===== config.mk =====
export PLATFORM = sky130hd
export DESIGN_NAME = mbist_addr_seq
export DESIGN_NICKNAME = d
export VERILOG_FILES = /design/src/rtl/mbist_addr_seq.sv
export SDC_FILE = /design/constraint.sdc
export NUM_CORES = 1
export LEC_CHECK = 0
export BUFFER_PORTS_ARGS = -buffer_cell sky130_fd_sc_hd__buf_4
export CORE_ASPECT_RATIO = 1.75
export CORE_MARGIN = 5
export CORE_UTILIZATION = 59
export CTS_BUF_LIST = sky130_fd_sc_hd__clkbuf_4
export CTS_CLUSTER_SIZE = 14
export DETAILED_ROUTE_END_ITERATION = 16
export PLACE_DENSITY = 0.85
export SETUP_SLACK_MARGIN = 0.3
export SLEW_MARGIN = 0
export SYNTH_ARGS = -nofsm -noshare
export SYNTH_HDL_FRONTEND = slang
export SYNTH_SLANG_ARGS = --single-unit

===== constraint.sdc =====
create_clock -name clk -period 5.67 [get_ports clk]
set_input_delay 0 -clock clk [delete_from_list [all_inputs] [get_ports clk]]
set_output_delay 0 -clock clk [all_outputs]
set_load 0.005 [all_outputs]

===== src/rtl/mbist_addr_seq.sv =====
module mbist_addr_seq #(
  parameter int ROW_W = 9,
  parameter int COL_W = 4,
  localparam int CNT_W = ROW_W + 1
) (
  input  logic             clk,
  input  logic             rst_n,
  input  logic             start,
  input  logic [1:0]       cache_size,
  input  logic [CNT_W-1:0] dp_rows,
  input  logic [CNT_W-1:0] tv_rows,
  input  logic [3:0]       array_en,
  input  logic [ROW_W-1:0] key_valid,
  input  logic [ROW_W-1:0] key_tag,
  input  logic [ROW_W-1:0] key_parity,
  input  logic [ROW_W-1:0] key_data,
  input  logic             serial_tv,
  input  logic [3:0]       lsb_gray,
  input  logic             sweep_down,
  output logic             addr_valid,
  output logic [3:0]       array_sel,
  output logic [ROW_W-1:0] row_addr,
  output logic [COL_W-1:0] col_addr,
  output logic             down,
  output logic             done,
  output logic             config_error
);

  localparam logic [CNT_W-1:0] DP_MIN_S = CNT_W'(32);
  localparam logic [CNT_W-1:0] DP_MIN_L = CNT_W'(64);
  localparam logic [CNT_W-1:0] DP_MAX   = CNT_W'(512);
  localparam logic [CNT_W-1:0] TV_MIN   = CNT_W'(16);
  localparam logic [CNT_W-1:0] TV_MAX_S = CNT_W'(128);
  localparam logic [CNT_W-1:0] TV_MAX_L = CNT_W'(256);

  // phase 0: tag (or shared tag/valid), 1: valid (serial only), 2: parity, 3: data
  function automatic logic [3:0] act_mask(input logic [3:0] en, input logic ser);
    act_mask = {en[3], en[2], ser & en[0], ser ? en[1] : (en[0] | en[1])};
  endfunction

  function automatic logic [2:0] pick(input logic [3:0] m, input logic [2:0] from);
    pick = 3'b000;
    for (int i = 3; i >= 0; i--)
      if (m[i] && 3'(i) >= from) pick = {1'b1, 2'(i)};
  endfunction

  logic             busy, done_q;
  logic [1:0]       phase;
  logic [ROW_W-1:0] ri;
  logic [COL_W-1:0] ci;

  logic [3:0]       c_en, c_lsb;
  logic             c_ser, c_down;
  logic [CNT_W-1:0] c_dp, c_tv;
  logic [ROW_W-1:0] c_kv, c_kt, c_kp, c_kd;

  logic             big, dp_ok, tv_ok;
  logic [2:0]       first_ph, nxt_ph;
  logic [CNT_W-1:0] n_rows;
  logic             last_r, last_c, g_sel;
  logic [ROW_W-1:0] key_sel, r_log;
  logic [COL_W-1:0] c_log;

  assign big   = cache_size == 2'd3;
  assign dp_ok = dp_rows >= (big ? DP_MIN_L : DP_MIN_S) && dp_rows <= DP_MAX;
  assign tv_ok = tv_rows >= TV_MIN && tv_rows <= (big ? TV_MAX_L : TV_MAX_S);
  assign config_error = !(dp_ok && tv_ok);

  assign first_ph = pick(act_mask(array_en, serial_tv), 3'd0);
  assign nxt_ph   = pick(act_mask(c_en, c_ser), {1'b0, phase} + 3'd1);

  assign n_rows = phase[1] ? c_dp : c_tv;
  assign last_r = {1'b0, ri} == n_rows - CNT_W'(1);
  assign last_c = &ci;

  always_ff @(posedge clk or negedge rst_n) begin
    if (!rst_n) begin
      busy   <= 1'b0;
      done_q <= 1'b0;
      phase  <= 2'd0;
      ri     <= '0;
      ci     <= '0;
      c_en   <= '0;
      c_lsb  <= '0;
      c_ser  <= 1'b0;
      c_down <= 1'b0;
      c_dp   <= '0;
      c_tv   <= '0;
      c_kv   <= '0;
      c_kt   <= '0;
      c_kp   <= '0;
      c_kd   <= '0;
    end else begin
      done_q <= 1'b0;
      if (!busy) begin
        if (start && !config_error) begin
          c_en   <= array_en;
          c_lsb  <= lsb_gray;
          c_ser  <= serial_tv;
          c_down <= sweep_down;
          c_dp   <= dp_rows;
          c_tv   <= tv_rows;
          c_kv   <= key_valid;
          c_kt   <= key_tag;
          c_kp   <= key_parity;
          c_kd   <= key_data;
          busy   <= first_ph[2];
          phase  <= first_ph[1:0];
          ri     <= '0;
          ci     <= '0;
          done_q <= !first_ph[2];
        end
      end else begin
        ci <= ci + COL_W'(1);
        if (last_c) begin
          if (!last_r) begin
            ri <= ri + ROW_W'(1);
          end else begin
            ri <= '0;
            if (nxt_ph[2]) phase <= nxt_ph[1:0];
            else begin
              busy   <= 1'b0;
              done_q <= 1'b1;
            end
          end
        end
      end
    end
  end

  always_comb begin
    case (phase)
      2'd0:    begin key_sel = c_kt; g_sel = c_lsb[1]; end
      2'd1:    begin key_sel = c_kv; g_sel = c_lsb[0]; end
      2'd2:    begin key_sel = c_kp; g_sel = c_lsb[2]; end
      default: begin key_sel = c_kd; g_sel = c_lsb[3]; end
    endcase
  end

  always_comb begin
    array_sel = 4'b0000;
    if (busy) begin
      case (phase)
        2'd0:    array_sel = c_ser ? 4'b0010 : {2'b00, c_en[1:0]};
        2'd1:    array_sel = 4'b0001;
        2'd2:    array_sel = 4'b0100;
        default: array_sel = 4'b1000;
      endcase
    end
  end

  assign r_log = c_down ? ROW_W'(n_rows - CNT_W'(1) - {1'b0, ri}) : ri;
  assign c_log = c_down ? ~ci : ci;

  assign row_addr   = r_log ^ key_sel;
  assign col_addr   = {c_log[COL_W-1:2],
                       g_sel ? {c_log[1], c_log[1] ^ c_log[0]} : c_log[1:0]};
  assign down       = c_down;
  assign addr_valid = busy;
  assign done       = done_q;

endmodule


Word level (Yosys, flattened, before mapping)
Cells that the tools add are included.
{ "totals": {"register_bits": 83} }
{ "classes": {"eq_ne": 7, "addsub": 5, "n_bitwise": 8, "n_reduce_logical": 16, "n_lt_le_gt_ge": 8, "mux": 42} }
{ "op_table": {"columns": ["cell", "count"], "rows": [
  ["2-to-1 mux 9 bit", 6],
  ["case mux 9 bit (3 select lines)", 1],
  ["2-to-1 mux 3 bit", 8],
  ["2-to-1 mux 4 bit", 4],
  ["2-to-1 mux 1 bit", 13],
  ["2-to-1 mux 2 bit", 6],
  ["case mux 4 bit (3 select lines)", 1],
  ["== test 9 x 10 -> 1 bit", 1],
  ["greater-or-equal comparator 10 x 5 -> 1 bit (second input constant)", 1],
  ["greater-or-equal comparator 10 x 7 -> 1 bit", 1],
  ["less-or-equal comparator 10 bit (second input constant)", 1],
  ["less-or-equal comparator 10 x 9 -> 1 bit", 1],
  ["2-to-1 mux 10 bit", 1],
  ["subtractor 10 x 1 -> 10 bit (second input constant)", 1],
  ["adder 9 x 1 -> 9 bit (second input constant)", 1],
  ["subtractor 9 bit", 1],
  ["XOR 9 bit", 1],
  ["logical AND 1 bit", 8],
  ["AND reduction 4 bit", 2],
  ["2-to-1 mux 7 bit", 1],
  ["greater-or-equal comparator 1 x 3 -> 1 bit (first input constant)", 2],
  ["greater-or-equal comparator 2 x 3 -> 1 bit (first input constant)", 2],
  ["inequality test 2 x 1 -> 1 bit (second input constant)", 3],
  ["adder 4 x 1 -> 4 bit (second input constant)", 1],
  ["13 further kinds", 18]
]} }

Logic depth before layout (Yosys ltp)
{ "logic_depth": {"word_depth": 11, "ltp_mapped": 18} }

Worst setup path after synthesis
No wires, ideal clock.
{ "synth_path": {"kind": "reg-to-reg", "startpoint": "register phase[1]", "endpoint": "register phase[0]", "arrival_ns": 3.336, "stages_incl_launch_ff": 18, "synth_period_minus_slack_ns": 3.461, "slack_ns": 2.209, "setup_ns": 0.125, "cell_sequence": "dfrtp_1 > buf_6 > buf_6 > clkbuf_1 > mux2i_1 > ha_1 > nor4b_2 > o21ai_0 > nor2_1 > xor2_1 > nand2_1 > o21ai_0 > ha_1 > nand4_1 > nor2_1 > o211a_4 > a21oi_2 > mux2_4"} }
{ "synth_via": {"elab_chain_len": 11, "word_cells_on_any_way": 23, "cone_classes": "add/sub (2); order compare (4); eq/ne (3); mux (9); reduce/logical (5)"} }
{ "synth_lines": {"columns": ["element", "line_no", "rtl"], "rows": [
  ["start: declaration", "48", "logic [1:0] phase;"],
  ["start signal: assignment", "108", "phase <= first_ph[1:0];"],
  ["start signal: assignment", "120", "if (nxt_ph[2]) phase <= nxt_ph[1:0];"],
  ["adder 2 x 1 -> 3 bit", "70", "assign nxt_ph = pick(act_mask(c_en, c_ser), {1'b0, phase} + 3'd1);"],
  ["greater-or-equal comparator 2 x 3 -> 1 bit", "44", "if (m[i] && 3'(i) >= from) pick = {1'b1, 2'(i)};"],
  ["logical AND 1 bit", "44", null],
  ["2-to-1 mux 3 bit (4 in a row)", "44", null],
  ["2-to-1 mux 2 bit", "120", null],
  ["2-to-1 mux 2 bit", "116", "if (!last_r) begin"],
  ["2-to-1 mux 2 bit", "115", "if (last_c) begin"],
  ["2-to-1 mux 2 bit", "95", "if (!busy) begin"]
]} }
Several ways; a longest one is shown, not always the timed one. The select of a mux whose other input is x is not followed.
A chain may end at the register's enable or synchronous reset.

Final worst setup path
{ "layout_path": {"startpoint": "register phase[1]", "endpoint": "output port row_addr[8]"} }
{ "layout_via": {"elab_chain_len": 5, "word_cells_on_any_way": 9, "cone_classes": "add/sub (2); eq/ne (2); mux (3); bitwise (1); reduce/logical (1)"} }
{ "layout_lines": {"columns": ["element", "line_no", "rtl"], "rows": [
  ["2-to-1 mux 10 bit", "72", "assign n_rows = phase[1] ? c_dp : c_tv;"],
  ["subtractor 10 x 1 -> 10 bit", "152", "assign r_log = c_down ? ROW_W'(n_rows - CNT_W'(1) - {1'b0, ri}) : ri;"],
  ["subtractor 9 bit", "152", null],
  ["2-to-1 mux 9 bit", "152", null],
  ["XOR 9 bit (*)", "155", "assign row_addr = r_log ^ key_sel;"],
  ["end: declaration", "22", "output logic [ROW_W-1:0] row_addr,"]
]} }
Mark *: on every way between the ends. The rest lies on a longest branch, timed or not.

==> results.md <==
- Hold Path Depth: 3
- Clk root buf: clkbuf_4
- Cells after synthesis: 489
- Worst setup EP type: primary output
- Yosys warning total: 0
- Fin. max-slew vios: 0
- Final hold violation count: 0
- Post-synth ARST share: 100.0%
- Die Width: 79.42 um
- Post-DP HPWL: about 9000 um
- Post-Syn Area: 4975 um^2
- Fin crit share: 66.09%
- Worst R2R Start: phase[1]
- CP Cell Sequence: mux2i_1 -> ha_1 -> nor4b_2 -> nor2_1 -> xor2_1 -> ha_1 -> o21ai_0 -> a21oi_1 -> o41ai_1 -> xnor2_1 -> nand2_1 -> xnor2_1 -> buf_4
- Setup Skew: 0.01325 ns
- Global-route wire length before repair: around 24,000 um
- Hold wc startpoint: start
- # IOs: 92
- R2R depth: 14
- Worst Tran Pin Value: around 1.0 ns
- Iteration-0 DRC Markers: 433
- Worst skew pair latency: 0.45 ns
- Mean Syn Cell Area: 10.17 um^2
- Largest net degree at the start of global routing: 84
- Post-CTS Setup Bufs: 0
- CTS sink cnt: slightly above 80
- Status: finished clean
- Hold Worst Slack: 0.05388 ns
- Vias in the first global route: between 4,000 and 5,000
- Reg clk slew, reported paths: approximately 0.13 ns
- Area of the core: 8258 um^2
- Worst-case clock buffer depth: 2
- Area growth from synthesis to layout: 30.03%
- Max incr delay on CP: 0.54 ns
- Final wirelength: 14,550 um
- Vias: 4,490
- Starting Density: 60.24%
- Remaining global-route overflow: 0
- FMAX: 266.9 MHz
- Antenna viol nets, final: 0
- # port buffers: between 90 and 100
- Die Height: roughly 130 um
- Max-cap viol count: 0
- Drt pass-1 iters: 5
- Residual DRC: 0
- Overall routing resource usage: around 29%
- Placer Congestion: ~0.90
- Most frequent cells in the layout: 94 x buf_4, 90 x nand2_1, 83 x dfrtp_1, 66 x dlygate4sd3_1, 37 x mux2_1
- Layout cells sized above 1: 21.06%
- Hold WC Path Type: in2reg
- Crit path time final: between 3 and 4 ns
- CTS H-Tree Depth: 3
- Flops & latches, synth: slightly above 80
- Setup-failing EPs final: 0
- Max transition margin: 30.40%
- Share of the yosys chip area belonging to registers: 41.75%
- Max VDD drop: 265.4 uV
- Crit Path Class: reg2out
- Syn Nets: 579
- Die area: 10,440 um^2
- Leak: 3.169 nW
- Hold EP: ci[2]
- Max Fanout on Critical Path: 3
- RSZ-0062 raised after global routing: false
- Nets: about 730
- Total negative slack: 0 ns
- Vias per cell: slightly above 6
- Crit start category: register
- Reg2reg end: ri[5]
- Commonest non-fill, non-tap cell in the layout: buf_4
- Worst Path Arrival: 3.75 ns
- CTS buffer count: 9
- Reg2Reg Setup Slack: 2.34 ns
- Cell row count: 44
- Synth cell types: 62
- EDFF count, synth: 0
- Routed WL per cell: 19.75 um
- Critical path's slowest cell: o41ai_1
- P per Cell Area: slightly above 200 nW/um^2
- Antenna violations before repair: 3
- Worst Path Required: 5.67 ns
- CTS tree: yes
- Most used flip-flop cell after synthesis: dfrtp_1
==> repair_timing <==
item,4_1_cts,5_1_grt
endpoints found under the hold margin,150,0
gates resized for setup,0,0
hold buffers,66,0
==> flip-flops by register name (all words and copies together), names as in the netlist, 9 cells and up <==
signal / count
c_kt: 9
c_kd: 9
ri: 9
c_dp: 10
c_kv: 9
c_kp: 9
c_tv: 10
==> layout make-up <==
class / count / area (um^2)
Multi-Input combinational cell: 362 / 2668
Sequential cell: 83 / 2077
Clock buffer: 9 / 67.56
Inverter: 20 / 75.07
Tap cell: 92 / 115.1
Timing Repair Buffer: 160 / 1366
Fill cell: 479 / 1789
Antenna cell: 4 / 10.01
Clock inverter: 7 / 90.09
==> metrics by stage <==
stage | cells | util (%) | worst slack, ns | cell area (um^2) | power [mW]
3_3_place_gp | 651 | 68.30 | 2.534 | 5640 | 0.8799
2_1_floorplan | 489 | - | 2.209 | 4975 | 0.7826
5_1_grt | 736 | 78.30 | 1.687 | 6466 | 1.374
4_1_cts | 733 | 78.21 | 1.918 | 6459 | 1.309
6_report | 737 | 78.33 | 1.923 | 6469 | 1.319
3_5_place_dp | 651 | 68.30 | 2.379 | 5640 | 0.8895
==> synthesized netlist by cell type (all sizes together) (2+ instances only) <==
cell type,n,share of area (%)
o21ai,24,2.4
nand4,5,0.63
nand2,90,6.8
clkbuf,13,0.98
o21a,2,0.30
o31a,2,0.35
or3,2,0.25
o2111ai,2,0.35
nor3,17,1.7
and2,2,0.25
nor2,21,1.6
inv,20,1.5
nand3b,3,0.45
a32oi,2,0.35
and3,9,1.1
o31ai,2,0.30
mux2i,13,2.7
mux4,10,4.5
xor2,11,1.9
buf,11,2.2
nand4b,2,0.35
nor4,7,1.0
a22o,2,0.35
o211ai,4,0.70
o22ai,2,0.25
a21oi,20,2.1
ha,18,4.5
dfrtp,83,42
mux2,39,8.9
nor4b,2,0.60
nand3,5,0.50
a31oi,7,0.88
xnor2,16,2.8
nor3b,3,0.45
==> cell families after synthesis <==
family | Yosys count | synth area share, %
AO/OA/AOI/OAI | 80 | 10.64
XOR/XNOR | 28 | 5.256
adder cells (fa/ha/maj) | 19 | 4.930
buffers and inverters | 44 | 4.653
flip-flops | 83 | 41.75
multiplexers | 62 | 16.12
AND/OR/NAND/NOR | 173 | 16.65
==> layer usage <==
layer  routed length [um]  GRT usage [%]
met2                 7919          51.55
met4                  754          17.21
met3                  702          4.384
met1                 5177          31.85
met5                    0              0
==> worst max-delay path: cells and delay by family (launching register included) <==
family | cells | cell delay, ns
flops | 1 | 0.42
compound gates | 3 | 0.84
simple gates | 3 | 0.48
buf+inv | 1 | 0.14
mux | 1 | 0.27
xor+xnor | 3 | 0.62
fa+ha+maj | 2 | 0.53
==> where the power goes <==
part	leakage, nW	switching [mW]	internal, mW
Clock	0.0838	0.216	0.177
Sequential	1.11	0.0189	0.606
Combinational	1.97	0.143	0.158
Total	3.17	0.377	0.941
==> how the worst max path moves through the flow <==
stage	slack [ns]	startpoint	end	cells after the start
2_1_floorplan	2.21	phase[1]	phase[0]	17
3_3_place_gp	2.53	phase[1]	phase[0]	14
3_5_place_dp	2.38	phase[1]	phase[0]	14
4_1_cts	1.92	phase[1]	row_addr[8]	13
5_1_grt	1.69	phase[1]	row_addr[8]	13
6_report	1.92	phase[1]	row_addr[8]	13
(Power assumes the default switching activity.)
